## src/rtl/usplit_pkg.sv

```systemverilog
package usplit_pkg;
   typedef enum logic [1:0] {
      ST_IDLE  = 2'd0,
      ST_BEAT0 = 2'd1,
      ST_BEAT1 = 2'd2,
      ST_RWAIT = 2'd3
   } usplit_state_t;
endpackage

```

## src/rtl/usplit_lane_map.sv

```systemverilog
module usplit_lane_map #(
   parameter int LANES  = 4,
   parameter int LANE_W = 8,
   parameter int OFF_W  = 2
) (
   input  logic [OFF_W-1:0]        off,
   input  logic                    wide,
   input  logic                    beat,
   input  logic [LANE_W-1:0]       lo_b,
   input  logic [LANE_W-1:0]       hi_b,
   output logic [LANES-1:0]        be,
   output logic [LANES*LANE_W-1:0] wdata
);
   localparam logic [OFF_W-1:0] TOP_OFF = OFF_W'(LANES-1);

   for (genvar i = 0; i < LANES; i++) begin : g_lane
      logic lo_hit;
      logic hi_hit;
      always_comb begin
         lo_hit = !beat && (off == OFF_W'(i));
         if (i == 0)
            hi_hit = wide && beat;
         else
            hi_hit = wide && !beat && (off != TOP_OFF) &&
                     ((off + OFF_W'(1)) == OFF_W'(i));
      end
      assign be[i] = lo_hit | hi_hit;
      assign wdata[i*LANE_W +: LANE_W] = lo_hit ? lo_b :
                                         (hi_hit ? hi_b : '0);
   end
endmodule

```

## src/rtl/usplit_seq.sv

```systemverilog
module usplit_seq
   import usplit_pkg::*;
(
   input  logic clk,
   input  logic rst_n,
   input  logic req_valid,
   input  logic req_write,
   input  logic req_split,
   output logic ready,
   output logic accept,
   output logic to_beat1,
   output logic issue_end,
   output logic cap_first,
   output logic cap_last,
   output logic done,
   output logic split_q,
   output logic write_q
);
   usplit_state_t state, state_nx;

   assign ready     = (state == ST_IDLE);
   assign accept    = ready && req_valid;
   assign to_beat1  = (state == ST_BEAT0) && split_q;
   assign issue_end = ((state == ST_BEAT0) && !split_q) || (state == ST_BEAT1);
   assign cap_first = (state == ST_BEAT1) && !write_q;
   assign cap_last  = (state == ST_RWAIT);

   always_comb begin
      state_nx = state;
      unique case (state)
         ST_IDLE:  if (accept) state_nx = ST_BEAT0;
         ST_BEAT0: if (split_q) state_nx = ST_BEAT1;
                   else state_nx = write_q ? ST_IDLE : ST_RWAIT;
         ST_BEAT1: state_nx = write_q ? ST_IDLE : ST_RWAIT;
         ST_RWAIT: state_nx = ST_IDLE;
         default:  state_nx = ST_IDLE;
      endcase
   end

   always_ff @(posedge clk or negedge rst_n) begin
      if (!rst_n) begin
         state   <= ST_IDLE;
         split_q <= 1'b0;
         write_q <= 1'b0;
         done    <= 1'b0;
      end else begin
         state <= state_nx;
         done  <= (issue_end && write_q) || cap_last;
         if (accept) begin
            split_q <= req_split;
            write_q <= req_write;
         end
      end
   end
endmodule

```

## src/rtl/usplit_read_align.sv

```systemverilog
module usplit_read_align #(
   parameter int LANES  = 4,
   parameter int LANE_W = 8,
   parameter int OFF_W  = 2
) (
   input  logic                    clk,
   input  logic                    rst_n,
   input  logic                    cap_first,
   input  logic                    cap_last,
   input  logic [OFF_W-1:0]        off,
   input  logic                    wide,
   input  logic                    split,
   input  logic [LANES*LANE_W-1:0] mem_rdata,
   output logic [2*LANE_W-1:0]     rdata
);
   logic [LANE_W-1:0] lane [LANES];
   logic [LANE_W-1:0] first_lo;

   for (genvar i = 0; i < LANES; i++) begin : g_unpack
      assign lane[i] = mem_rdata[i*LANE_W +: LANE_W];
   end

   always_ff @(posedge clk or negedge rst_n) begin
      if (!rst_n) begin
         first_lo <= '0;
         rdata    <= '0;
      end else begin
         if (cap_first)
            first_lo <= lane[LANES-1];
         if (cap_last) begin
            if (split)
               rdata <= {lane[0], first_lo};
            else
               rdata <= {(wide ? lane[off + OFF_W'(1)] : {LANE_W{1'b0}}), lane[off]};
         end
      end
   end
endmodule

```

## src/rtl/usplit_unit.sv

```systemverilog
module usplit_unit #(
   parameter int ADDR_W = 20,
   parameter int LANES  = 4,
   parameter int LANE_W = 8
) (
   input  logic                                clk,
   input  logic                                rst_n,
   input  logic                                req_valid,
   input  logic                                req_write,
   input  logic                                req_wide,
   input  logic [ADDR_W-1:0]                   req_addr,
   input  logic [2*LANE_W-1:0]                 req_wdata,
   output logic                                ready,
   output logic                                done,
   output logic [2*LANE_W-1:0]                 rdata,
   output logic                                mem_en,
   output logic                                mem_we,
   output logic [ADDR_W-$clog2(LANES)-1:0]     mem_addr,
   output logic [LANES-1:0]                    mem_be,
   output logic [LANES*LANE_W-1:0]             mem_wdata,
   input  logic [LANES*LANE_W-1:0]             mem_rdata
);
   localparam int OFF_W  = $clog2(LANES);
   localparam int WA_W   = ADDR_W - OFF_W;
   localparam int DATA_W = LANES * LANE_W;

   if (LANES < 2 || (1 << OFF_W) != LANES) begin : g_bad_lanes
      $error("LANES must be a power of two, at least 2");
   end
   if (LANE_W < 1) begin : g_bad_lane_w
      $error("LANE_W must be positive");
   end
   if (ADDR_W <= OFF_W) begin : g_bad_addr
      $error("ADDR_W must exceed the lane offset width");
   end

   logic             accept, to_beat1, issue_end, cap_first, cap_last;
   logic             split_q, write_q;
   logic             req_split;
   logic [OFF_W-1:0] req_off;
   logic [OFF_W-1:0] h_off;
   logic             h_wide;
   logic [WA_W-1:0]  h_waddr;
   logic [LANE_W-1:0] h_lo, h_hi;
   logic [LANES-1:0]  be0, be1;
   logic [DATA_W-1:0] wd0, wd1;

   assign req_off   = req_addr[OFF_W-1:0];
   assign req_split = req_wide && (req_off == {OFF_W{1'b1}});

   usplit_seq u_seq (
      .clk       (clk),
      .rst_n     (rst_n),
      .req_valid (req_valid),
      .req_write (req_write),
      .req_split (req_split),
      .ready     (ready),
      .accept    (accept),
      .to_beat1  (to_beat1),
      .issue_end (issue_end),
      .cap_first (cap_first),
      .cap_last  (cap_last),
      .done      (done),
      .split_q   (split_q),
      .write_q   (write_q)
   );

   usplit_lane_map #(.LANES(LANES), .LANE_W(LANE_W), .OFF_W(OFF_W)) u_map0 (
      .off   (req_off),
      .wide  (req_wide),
      .beat  (1'b0),
      .lo_b  (req_wdata[LANE_W-1:0]),
      .hi_b  (req_wdata[2*LANE_W-1:LANE_W]),
      .be    (be0),
      .wdata (wd0)
   );

   usplit_lane_map #(.LANES(LANES), .LANE_W(LANE_W), .OFF_W(OFF_W)) u_map1 (
      .off   (h_off),
      .wide  (h_wide),
      .beat  (1'b1),
      .lo_b  (h_lo),
      .hi_b  (h_hi),
      .be    (be1),
      .wdata (wd1)
   );

   usplit_read_align #(.LANES(LANES), .LANE_W(LANE_W), .OFF_W(OFF_W)) u_ralign (
      .clk       (clk),
      .rst_n     (rst_n),
      .cap_first (cap_first),
      .cap_last  (cap_last),
      .off       (h_off),
      .wide      (h_wide),
      .split     (split_q),
      .mem_rdata (mem_rdata),
      .rdata     (rdata)
   );

   always_ff @(posedge clk or negedge rst_n) begin
      if (!rst_n) begin
         h_off   <= '0;
         h_wide  <= 1'b0;
         h_waddr <= '0;
         h_lo    <= '0;
         h_hi    <= '0;
      end else if (accept) begin
         h_off   <= req_off;
         h_wide  <= req_wide;
         h_waddr <= req_addr[ADDR_W-1:OFF_W];
         h_lo    <= req_wdata[LANE_W-1:0];
         h_hi    <= req_wdata[2*LANE_W-1:LANE_W];
      end
   end

   always_ff @(posedge clk or negedge rst_n) begin
      if (!rst_n) begin
         mem_en    <= 1'b0;
         mem_we    <= 1'b0;
         mem_addr  <= '0;
         mem_be    <= '0;
         mem_wdata <= '0;
      end else if (accept) begin
         mem_en    <= 1'b1;
         mem_we    <= req_write;
         mem_addr  <= req_addr[ADDR_W-1:OFF_W];
         mem_be    <= be0;
         mem_wdata <= wd0;
      end else if (to_beat1) begin
         mem_addr  <= h_waddr + WA_W'(1);
         mem_be    <= be1;
         mem_wdata <= wd1;
      end else if (issue_end) begin
         mem_en    <= 1'b0;
         mem_we    <= 1'b0;
         mem_be    <= '0;
         mem_wdata <= '0;
      end
   end
endmodule

```

## config.mk

```make
export PLATFORM = sky130hd
export DESIGN_NAME = usplit_unit
export DESIGN_NICKNAME = d
export VERILOG_FILES = /design/src/rtl/usplit_pkg.sv /design/src/rtl/usplit_lane_map.sv /design/src/rtl/usplit_seq.sv /design/src/rtl/usplit_read_align.sv /design/src/rtl/usplit_unit.sv
export SDC_FILE = /design/constraint.sdc
export NUM_CORES = 1
export LEC_CHECK = 0
export BUFFER_PORTS_ARGS = -buffer_cell sky130_fd_sc_hd__buf_4
export CAP_MARGIN = 20
export CORE_ASPECT_RATIO = 0.7
export CORE_MARGIN = 4
export CORE_UTILIZATION = 42
export CTS_CLUSTER_DIAMETER = 200
export DETAILED_ROUTE_END_ITERATION = 8
export PLACE_DENSITY = 0.76
export SLEW_MARGIN = 15
export SYNTH_ARGS = -nofsm -noshare
export SYNTH_HDL_FRONTEND = slang
export SYNTH_HIERARCHICAL = 1
export SYNTH_SLANG_ARGS = --single-unit
```

## constraint.sdc

```tcl
create_clock -name clk -period 3.5 [get_ports clk]
set_input_delay 0.7 -clock clk [delete_from_list [all_inputs] [get_ports clk]]
set_output_delay 0.7 -clock clk [all_outputs]
set_load 0.01 [all_outputs]
```

# Word-level counts from Yosys, hierarchy flattened
# Cells that the tools add are included.
[totals]
reg_bits = 114
in_bits = 73
[classes]
n_lt_le_gt_ge = 2
reduce_logical = 20
n_bitwise = 5
n_mux = 32
eq_ne = 12
n_addsub = 3
[op_table]
columns = ["cell", "count"]
rows = [
  ["$mux 8", 13],
  ["$mux 32", 3],
  ["$mux 18", 2],
  ["$bmux 8 s2", 2],
  ["$add 18x1->18 const B", 1],
  ["$mux 16", 1],
  ["$eq 2x2->1 const B", 6],
  ["$mux 4", 3],
  ["$logic_and 1x1->1", 10],
  ["$pmux 2 s4", 1],
  ["$eq 2x1->1 const B", 3],
  ["$ge 3x3->1 const B", 2],
  ["$mux 2", 3],
  ["$ne 2x2->1 const B", 3],
  ["$not 2->3", 2],
  ["$add 2x1->2 const B", 2],
  ["$logic_not 2->1", 2],
  ["$mux 1", 4],
  ["$reduce_bool 2->1", 2],
  ["$or 1x1->1", 3],
  ["$reduce_bool 3->1", 1],
  ["$logic_not 1->1", 2],
  ["$logic_or 1x1->1", 2],
  ["$reduce_and 2->1", 1],
]

# Logic depth before layout (Yosys ltp)
# Gate-level depths: netlist of the first run.
[depth]
ltp_word = 7
depth_mapped = 8
depth_no_buf = 7

# By module
# The synthesis of the first run kept the hierarchy.
[modules_own_cells]
columns = ["mod", "area_each_um2", "seq_area_each_um2", "n_inst", "cells_per_inst"]
rows = [
  ["usplit_unit", 4130.2, 2327.2, 1, 381],
  ["usplit_lane_map", 774.5, 0.0, 2, 96],
  ["usplit_read_align", 1453.9, 600.6, 1, 93],
  ["usplit_seq", 274.0, 125.1, 1, 25],
]

# Worst setup path after synthesis of the first run
# No wires, ideal clock.
[synth_timing]
path_type = "input to register"
start = "input req_valid"
end = "register mem_wdata[2]"
n_path_buf = 3
arrival_ps = 1650
slack_ps = 1767
stages = 7
required_time_ps = 3417
cell_sequence = "nand2_4 -> inv_1 -> buf_2 -> buf_2 -> clkbuf_1 -> nand2_1 -> o21ai_0"
[synth_between]
elab_chain_cells = 2
elab_cells_between_ends = 3
[synth_lines]
columns = ["element", "line_no", "rtl"]
rows = [
  ["start, declared", "usplit_unit.sv:8", "input logic req_valid,"],
  ["$logic_and 1x1->1 *", "usplit_seq.sv:22", "assign accept = ready && req_valid;"],
  ["net accept", "usplit_unit.sv:37", "logic accept, to_beat1, issue_end, cap_first, cap_last;"],
  ["$reduce_bool 3->1 (no line) / $mux 32 (equally long branches)", "n/a", ""],
  ["end signal, assigned", "usplit_unit.sv:128", "mem_wdata <= wd0;"],
  ["end signal, assigned", "usplit_unit.sv:132", "mem_wdata <= wd1;"],
  ["end, declared", "usplit_unit.sv:20", "output logic [LANES*LANE_W-1:0] mem_wdata,"],
]
# Mark *: on every way through the listed nets, which the timed path passes. The rest lies on a longest branch.
# A chain may end at the register's enable or synchronous reset.

# Final worst setup path of the first run
[layout_timing]
start = "register u_seq.split_q"
end = "register mem_wdata[8]"
[layout_between]
elab_chain_cells = 4
elab_cells_between_ends = 7
[layout_lines]
columns = ["element", "line_no", "rtl"]
rows = [
  ["start, declared", "usplit_seq.sv:16", "output logic split_q,"],
  ["start signal, assigned", "usplit_seq.sv:50", "split_q <= req_split;"],
  ["$logic_not 1->1", "usplit_seq.sv:24", "assign issue_end = ((state == ST_BEAT0) && !split_q) || (state == ST_BEAT1);"],
  ["$logic_and 1x1->1", "usplit_seq.sv:24", ""],
  ["$logic_or 1x1->1", "usplit_seq.sv:24", ""],
  ["net issue_end", "usplit_unit.sv:37", ""],
  ["$reduce_bool 3->1 (no line)", "n/a", ""],
]
# The timed path passes the listed nets, and every way through them passes these cells.

==> results.sh, run 1 <==
export IMPL_rsz0062_at_grt="false"
export IMPL_wirelength_um=21200
export IMPL_leakagePower_nw=3.88
export IMPL_peakVddDrop_mv=0.457
export IMPL_cp_start_kind="flip-flop"
export IMPL_grt_pass1_vias=5936
export IMPL_ys_flop_type="dfrtp_1"
export IMPL_powerDensity_mw_per_mm2=825
export IMPL_clk_insertion_delay_late_ps=420
export IMPL_core_area_mm2=0.0172
export IMPL_post_cts_buffers=0
export IMPL_regToRegStartpoint="u_seq/split_q"
export IMPL_crit_path_end_kind="flip-flop"
export IMPL_place_area_mm2=0.00840
export IMPL_dieWidth_um=167
export IMPL_place_congestion=0.851
export IMPL_finish_instance_area_mm2=0.00900
export IMPL_fillCellCount=1547
export IMPL_synth_area_mm2=0.00741
export IMPL_cap_violations=0
export IMPL_initial_core_util_pct=43.0
export IMPL_r2r_worst_path_cells=4
export IMPL_drt_iter0_markers=582
export IMPL_yosys_warnings=6
export IMPL_clockBufferDepth=2
export IMPL_numCtsBuffers=17
export IMPL_drc_errors=0
export IMPL_cts_sinks=122
export IMPL_synthesis_nets=765
export IMPL_die_y_um=119
export IMPL_mostFrequentLayoutCell="buf_4"
export IMPL_port_buffers=146
export IMPL_worst_hold_slack_ps=267
export IMPL_final_cell_mix="buf_4 (152), dfrtp_1 (121), nand2_1 (70)"
export IMPL_cp_required_ps=3830
export IMPL_place_hpwl_um=13900
export IMPL_cp_data_arrival_time_ps=2620
export IMPL_drv_slew=0
export IMPL_rows=40
export IMPL_power_total_mw=7.42
export IMPL_synthCells=691
export IMPL_pre_cts_slack_ps=1260
export IMPL_overflow=0
export IMPL_ys_async_sr_fraction_pct=100
export IMPL_finalHoldViolations=0
export IMPL_cts_root_buf="clkbuf_16"
export IMPL_crit_fanout=36
export IMPL_num_nets_final=874
export IMPL_multiInputGateArea_mm2=0.00384
export IMPL_finClkSkew_ps=7.83
export IMPL_grt_max_degree=94
export IMPL_synth_edf_count=0
export IMPL_diodes=0
export IMPL_fin_ws_ps=1200
export IMPL_seq_area_frac_synth_pct=41.2
export IMPL_syn_to_final_growth_pct=21.5
export IMPL_holdBufCountCts=0
export IMPL_routedWlPerCell_um=20.3
export IMPL_ys_types=62
export IMPL_syn_avg_cell_area_um2=10.7
export IMPL_first_pass_iters=5
export IMPL_avgViaCountPerCell=5.95
export IMPL_setup_viol=0
export IMPL_timing_final_crit_period_ps=2300
export IMPL_rr_endpoint="mem_wdata[8]"
export IMPL_final_layout_size_suffix_gt1_share_pct=34.4
export IMPL_run_status="finished clean"
export IMPL_clk_pin_slew_worst_paths_ps=60
export IMPL_drtAntennaViolNets=0
export IMPL_grt_usage_pct=21.1
export IMPL_antenna_found_initial=0
export IMPL_worstSetupStartpoint="u_seq/split_q"
export IMPL_path_class="reg -> reg"
export IMPL_fin_crit_sh_pct=65.6
export IMPL_ys_seq_elements=122
export IMPL_r2r_slack_ps=1200
export IMPL_die_area_mm2=0.0199
export IMPL_via_count=6207
export IMPL_cts_tree="yes"
export IMPL_worst_pin_slew_ps=910
export IMPL_h_tree_depth=4
export IMPL_cts_resized=0
export IMPL_hold_path_class="in -> async"
export IMPL_seqCellArea_mm2=0.00305
export IMPL_io_pins=147
export IMPL_fmax_mhz=436
export IMPL_finalSetupTns_ps=0
export IMPL_slew_headroom_pct=39.2
export IMPL_grt_pass1_wl_um=33500
==> logic make-up (layout without fill, tap and decap cells) <==
| group | after synthesis | in the layout | synth area share [%] |
|---|---|---|---|
| and+or+nand+nor | 216 | 216 | 19.3 |
| AOI/OAI and AO/OA | 201 | 201 | 18.5 |
| DFF | 122 | 122 | 41.2 |
| buffers and inverters | 77 | 198 | 6.99 |
| muxes | 61 | 61 | 12.4 |
| xor gates and xnor gates | 11 | 11 | 1.30 |
| other | 2 | 2 | 0.101 |
| adders and majority gates | 1 | 1 | 0.169 |
==> metal layers <==
layer | up-vias | global-route usage, % | share of wire (%)
met3 | 23 | 5.97 | 9.1
met1 | 3066 | 31.4 | 46
li1 | 2807 | - | -
met2 | 311 | 30.1 | 43
met4 | 0 | 5.83 | 1.5
met5 | - | 0 | 0
==> layout make-up <==
| type | count | share of cell area [%] |
|---|---|---|
| timing repair buffer | 153 | 12.9 |
| clock inverter | 11 | 1.64 |
| clock buffer | 20 | 4.97 |
| tap | 231 | 3.21 |
| multi-input combinational | 492 | 42.7 |
| inverter | 14 | 0.598 |
| sequential | 122 | 33.9 |
==> Yosys cell counts (3+ instances only) <==
library cell	number	share of area [%]
a21oi_1	34	2.3
a21oi_2	16	1.9
a221o_1	17	2.3
a22oi_1	42	4.3
a32o_1	16	2.2
and3_1	17	1.4
buf_2	11	0.74
buf_4	6	0.61
buf_6	19	2.9
clkbuf_1	21	1.1
dfrtp_1	122	41
inv_1	14	0.71
mux2_2	35	5.3
mux2_4	4	0.81
mux2i_1	6	0.81
mux4_1	11	3.9
mux4_2	5	1.5
nand2_1	70	3.5
nand2b_1	8	0.68
nand3_1	5	0.34
nand3b_1	19	1.9
nand3b_2	8	1.2
nand3b_4	8	2.2
nand4b_1	16	1.9
nor2_1	14	0.71
nor2_4	3	0.46
nor2b_1	18	1.5
nor3_1	3	0.20
nor4_1	4	0.34
nor4_2	3	0.51
o21ai_0	60	4.1
o21ai_1	5	0.34
or3_1	3	0.25
xnor2_1	11	1.3
==> worst max-delay path, stage by stage (launching register included) <==
cell	delay, ps
dfrtp_1	770
o21ai_1	250
nor2_4	740
a22oi_1	210
o21ai_0	220
==> flip-flops by register name, indices dropped and copies added, names as in the netlist, 2 cells and up <==
name and flops:
h_hi 8, h_lo 8, h_off 2, h_waddr 18, mem_addr 18, mem_be 4
mem_wdata 32, u_ralign/first_lo 8, u_ralign/rdata 16, u_seq/state 2
==> metrics by stage <==
stage	util (%)	instances
after CTS	52.3	1043
after global routing	52.3	1043
after detailed placement	48.8	1012
final	52.3	1043
after global placement	48.8	1012
after floorplan	-	691
==> where the power goes <==
group	leakage [nW]	internal (mW)	switching (mW)
Combinational	2.06	1.46	1.50
Sequential	1.54	1.99	0.673
Clock	0.278	1.13	0.658
Total	3.88	4.59	2.83
==> worst max path at each step <==
| stage | endpoint | cells after the start | slack [ps] |
|---|---|---|---|
| CTS | mem_wdata[8] | 4 | 1200 |
| floorplan | mem_wdata[2] | 7 | 1770 |
| global route | mem_wdata[24] | 4 | 1050 |
| global placement | h_hi[5] | 5 | 1340 |
| detailed placement | mem_wdata[8] | 4 | 1260 |
| finish | mem_wdata[8] | 4 | 1200 |
Note: power is estimated with default switching activity, not from simulation.
==> run 2: changes to the inputs <==
Clock period 3.5 ns to 2.24 ns, I/O delays scaled along.
==> results.sh, run 2 (synthesized netlist as in run 1, its figures left out) <==
export IMPL_syn_to_final_growth_pct=22.1
export IMPL_initial_core_util_pct=43.0
export IMPL_core_area_mm2=0.0172
export IMPL_timing_final_crit_period_ps=1880
export IMPL_final_util_pct=52.5
export IMPL_largest_reg_flops=32
export IMPL_grt_pass1_wl_um=34700
export IMPL_holdBufCountCts=0
export IMPL_run_status="finished clean"
export IMPL_crit_fanout=36
export IMPL_final_layout_size_suffix_gt1_share_pct=35.5
export IMPL_peakVddDrop_mv=0.562
export IMPL_worst_pin_slew_ps=672
export IMPL_port_buffers=146
export IMPL_antenna_found_initial=0
export IMPL_grt_max_degree=94
export IMPL_grt_pass1_vias=6113
export IMPL_r2r_slack_ps=360
export IMPL_leakagePower_nw=3.92
export IMPL_cts_resized=0
export IMPL_drt_iter0_markers=619
export IMPL_crit_path_end_kind="flip-flop"
export IMPL_cts_sinks=122
export IMPL_first_pass_iters=6
export IMPL_r2r_worst_path_cells=5
export IMPL_powerDensity_mw_per_mm2=1270
export IMPL_h_tree_depth=4
export IMPL_grt_usage_pct=21.7
export IMPL_die_area_mm2=0.0199
export IMPL_avgViaCountPerCell=5.96
export IMPL_reg_top3="mem_wdata x32, h_waddr x18, mem_addr x18"
export IMPL_numCtsBuffers=17
export IMPL_final_cell_mix="buf_4 (161), dfrtp_1 (121), nand2_1 (70)"
export IMPL_drv_slew=0
export IMPL_clk_insertion_delay_late_ps=430
export IMPL_cp_start_kind="flip-flop"
export IMPL_wirelength_um=21300
export IMPL_post_cts_buffers=0
export IMPL_path_class="reg -> reg"
export IMPL_fin_crit_sh_pct=84.1
export IMPL_dieWidth_um=167
export IMPL_die_y_um=119
export IMPL_place_congestion=0.792
export IMPL_cp_required_ps=2580
export IMPL_finalHoldViolations=0
export IMPL_slew_headroom_pct=55.0
export IMPL_cap_violations=0
export IMPL_num_nets_final=885
export IMPL_drtAntennaViolNets=0
export IMPL_finClkSkew_ps=8.94
export IMPL_cp_data_arrival_time_ps=2230
export IMPL_regToRegStartpoint="u_seq/state[0]"
export IMPL_diodes=0
export IMPL_io_pins=147
export IMPL_mostFrequentLayoutCell="buf_4"
export IMPL_fillCellCount=1541
export IMPL_crit_chain="nor2b_2 > and2_4 > buf_4 > a22oi_1 > o21ai_0"
export IMPL_routedWlPerCell_um=20.2
export IMPL_crit_family="simple AND/OR/NAND/NOR gates"
export IMPL_top_register="mem_wdata"
export IMPL_finalSetupTns_ps=0
export IMPL_fmax_mhz=531
export IMPL_hold_path_class="in -> async"
export IMPL_cts_tree="yes"
export IMPL_via_count=6285
export IMPL_rr_endpoint="mem_wdata[3]"
export IMPL_overflow=0
export IMPL_place_hpwl_um=14200
export IMPL_setup_viol=0
export IMPL_rows=40
export IMPL_drc_errors=0
export IMPL_clockBufferDepth=2
export IMPL_critPathSlowestCell="buf_4"
export IMPL_path_buf_inv=1
export IMPL_rsz0062_at_grt="false"
export IMPL_slowest_delay_ps=450
export IMPL_clk_pin_slew_worst_paths_ps=60
export IMPL_cts_root_buf="clkbuf_16"
-- run 2: changes by cell type in the layout (fill, tap and decap cells not counted), sizes merged --
cell,previous run,this run
inv,13,20
buf,153,164
clkinvlp,4,3
bufinv,3,0
clkbuf,20,17
-- run 2: per-stage QoR --
step,hold WS (ps),cell area (um^2),std cells,total power [mW],setup slack (ps)
5_1_grt,52.8,9040,1054,12.2,206
6_report,18.7,9040,1054,11.4,355
2_1_floorplan,152,7410,691,7.27,531
3_5_place_dp,480,8500,1023,8.85,353
3_3_place_gp,467,8500,1023,8.72,436
4_1_cts,32.5,9040,1054,11.4,341
-- run 2: power by group --
| group | internal (mW) | switching, mW |
|---|---|---|
| clock network | 1.43 | 1.12 |
| logic | 2.38 | 2.46 |
| registers | 3.11 | 0.941 |
| total | 6.92 | 4.53 |
-- run 2: area by class of cell --
class,instances,area (um^2),share of cell area [%]
multi-input cells,492,3840,42.4
flip-flops and latches,122,3050,33.8
repair buffers,164,1270,14.0
clock buffers,17,425,4.70
well taps,231,289,3.20
clock inverters,14,115,1.27
inverters,14,53.8,0.595
-- run 2: worst max path at each step --
| stage | from | endpoint | depth (start not counted) |
|---|---|---|---|
| 2_1_floorplan | u_seq/state[0] | mem_wdata[4] | 6 |
| 5_1_grt | u_seq/state[0] | mem_wdata[2] | 5 |
| 3_5_place_dp | u_seq/state[0] | mem_wdata[7] | 5 |
| 6_report | u_seq/state[0] | mem_wdata[3] | 5 |
| 4_1_cts | u_seq/state[0] | mem_wdata[7] | 5 |
| 3_3_place_gp | u_seq/state[0] | mem_wdata[3] | 5 |
-- run 2: layer usage --
layer	GRT usage, %	share of wire (%)
met4	5.93	1.2
met2	31.1	44
met1	31.5	45
met5	0	0
met3	7.30	9.7
-- run 2: worst reg2reg max path, stage by stage (launching register included) --
cell and delay (ps):
dfrtp_1 440, nor2b_2 210, and2_4 350, buf_4 450, a22oi_1 180, o21ai_0 160
==> run 3: changes to the inputs <==
Settings changed: PLACE_DENSITY 0.76 to 0.78.
Clock period 2.24 ns to 1.6 ns, I/O delays scaled along.
==> results.sh, run 3 (synthesized netlist as in run 1, its figures left out) <==
export IMPL_grt_pass1_vias=6208
export IMPL_powerDensity_mw_per_mm2=1860
export IMPL_final_util_pct=57.1
export IMPL_peakVddDrop_mv=0.690
export IMPL_fin_ws_ps=-1.04
export IMPL_drv_slew=0
export IMPL_die_y_um=119
export IMPL_fillCellCount=1443
export IMPL_setup_viol=1
export IMPL_overflow=0
export IMPL_slew_headroom_pct=51.5
export IMPL_io_pins=147
export IMPL_syn_to_final_growth_pct=32.6
export IMPL_mostFrequentLayoutCell="buf_4"
export IMPL_crit_path_end_kind="flip-flop"
export IMPL_failed_checks="setup timing"
export IMPL_cts_root_buf="clkbuf_16"
export IMPL_seqCellArea_mm2=0.00306
export IMPL_place_congestion=0.836
export IMPL_grt_max_degree=60
export IMPL_rows=40
export IMPL_worst_hold_slack_ps=116
export IMPL_clk_insertion_delay_late_ps=430
export IMPL_regToRegStartpoint="u_seq/state[1]"
export IMPL_place_area_mm2=0.00880
export IMPL_worst_pin_slew_ps=728
export IMPL_finClkSkew_ps=11.6
export IMPL_finalHoldViolations=0
export IMPL_route_met2_wl_um=10200
export IMPL_wirelength_um=22900
export IMPL_drtAntennaViolNets=0
export IMPL_final_cell_mix="buf_4 (195), dfrtp_1 (115), nand2_1 (70)"
export IMPL_fin_crit_sh_pct=100
export IMPL_clockBufferDepth=2
export IMPL_leakagePower_nw=4.29
export IMPL_drc_errors=0
export IMPL_grt_pass1_wl_um=35100
export IMPL_met1_length_um=9950
export IMPL_via_count=6431
export IMPL_num_nets_final=931
export IMPL_top_layer="met4"
export IMPL_h_tree_depth=4
export IMPL_largest_reg_flops=32
export IMPL_antenna_found_initial=0
export IMPL_cap_violations=0
export IMPL_initial_core_util_pct=43.0
export IMPL_hold_start="req_addr[15]"
export IMPL_cp_required_ps=1900
export IMPL_dieWidth_um=167
export IMPL_cp_data_arrival_time_ps=1900
export IMPL_wl_met3_um=2310
export IMPL_finalSetupTns_ps=-1.04
export IMPL_rsz0062_at_grt="true"
export IMPL_clk_pin_slew_worst_paths_ps=60
export IMPL_cp_start_kind="flip-flop"
export IMPL_timing_final_crit_period_ps=1600
export IMPL_fmax_mhz=625
export IMPL_cts_sinks=122
export IMPL_multiInputGateArea_mm2=0.00404
export IMPL_top_register="mem_wdata"
export IMPL_routedWlPerCell_um=20.8
export IMPL_crit_fanout=18
export IMPL_avgViaCountPerCell=5.84
export IMPL_numCtsBuffers=17
export IMPL_port_buffers=146
export IMPL_worstSetupStartpoint="u_seq/state[1]"
export IMPL_hold_path_class="in -> reg"
export IMPL_cts_tree="yes"
export IMPL_diodes=0
export IMPL_finish_instance_area_mm2=0.00982
export IMPL_final_layout_size_suffix_gt1_share_pct=43.2
export IMPL_run_status="finished with violations"
export IMPL_grt_usage_pct=22.4
export IMPL_path_class="reg -> reg"
export IMPL_drt_iter0_markers=627
export IMPL_first_pass_iters=6
export IMPL_reg_top3="mem_wdata x32, h_waddr x18, mem_addr x18"
export IMPL_core_area_mm2=0.0172
export IMPL_die_area_mm2=0.0199
export IMPL_place_hpwl_um=15200
[run 3: cell type report]
cell class	instances	share of cell area, %
multi-input combinational	492	41.1
clock buffer	19	4.61
inverter	14	0.700
sequential	122	31.2
clock inverter	13	1.68
timing repair buffer	210	17.8
tap	231	2.94
[run 3: worst max-delay path, cell delays in order (launching register included)]
cell,delay (ps)
dfrtp_2,470
nor2b_4,160
inv_2,50
o21ai_4,180
nor2_4,60
buf_12,140
buf_16,160
a22oi_1,150
o21ai_0,100
[run 3: stage by stage]
step	total power, mW	setup slack (ps)	instances
floorplan	10.2	27.6	691
CTS	17.4	-60.4	1089
detailed placement	13.0	-113	1054
global placement	12.8	-3.49	1054
global route	19.2	-100	1101
finish	18.2	-1.04	1101
[run 3: per-layer routing]
metal | global-route usage [%] | vias to the layer above
li1 | - | 2927
met1 | 31.0 | 3154
met2 | 32.6 | 323
met3 | 8.23 | 27
met4 | 7.10 | 0
met5 | 0 | -
[run 3: where the power goes]
group | leakage (nW) | switching (mW) | internal [mW]
Clock | 0.305 | 1.53 | 2.55
Sequential | 1.53 | 1.24 | 4.38
Combinational | 2.45 | 4.19 | 4.34
Total | 4.29 | 6.96 | 11.3
[run 3: what timing repair did]
action,4_1_cts,5_1_grt
setup endpoints to repair,31,37
hold buffers,1,0
resized for setup,11,67
hold endpoints to repair,19,0
buffers inserted,1,10
cloned,1,2
pin swaps,0,22
[run 3: path summary, 6_finish.rpt]
kind / end / slack [ps] / cells past startpoint
min in group asynchronous: h_hi[2] / 340 / 2
hold / removal: h_waddr[13] / 120 / 3
setup reg to reg: mem_wdata[8] / -1 / 8
setup / recovery: mem_wdata[8] / -1 / 8
hold reg to reg: mem_en / 500 / 2
max in group asynchronous: h_waddr[4] / 620 / 3
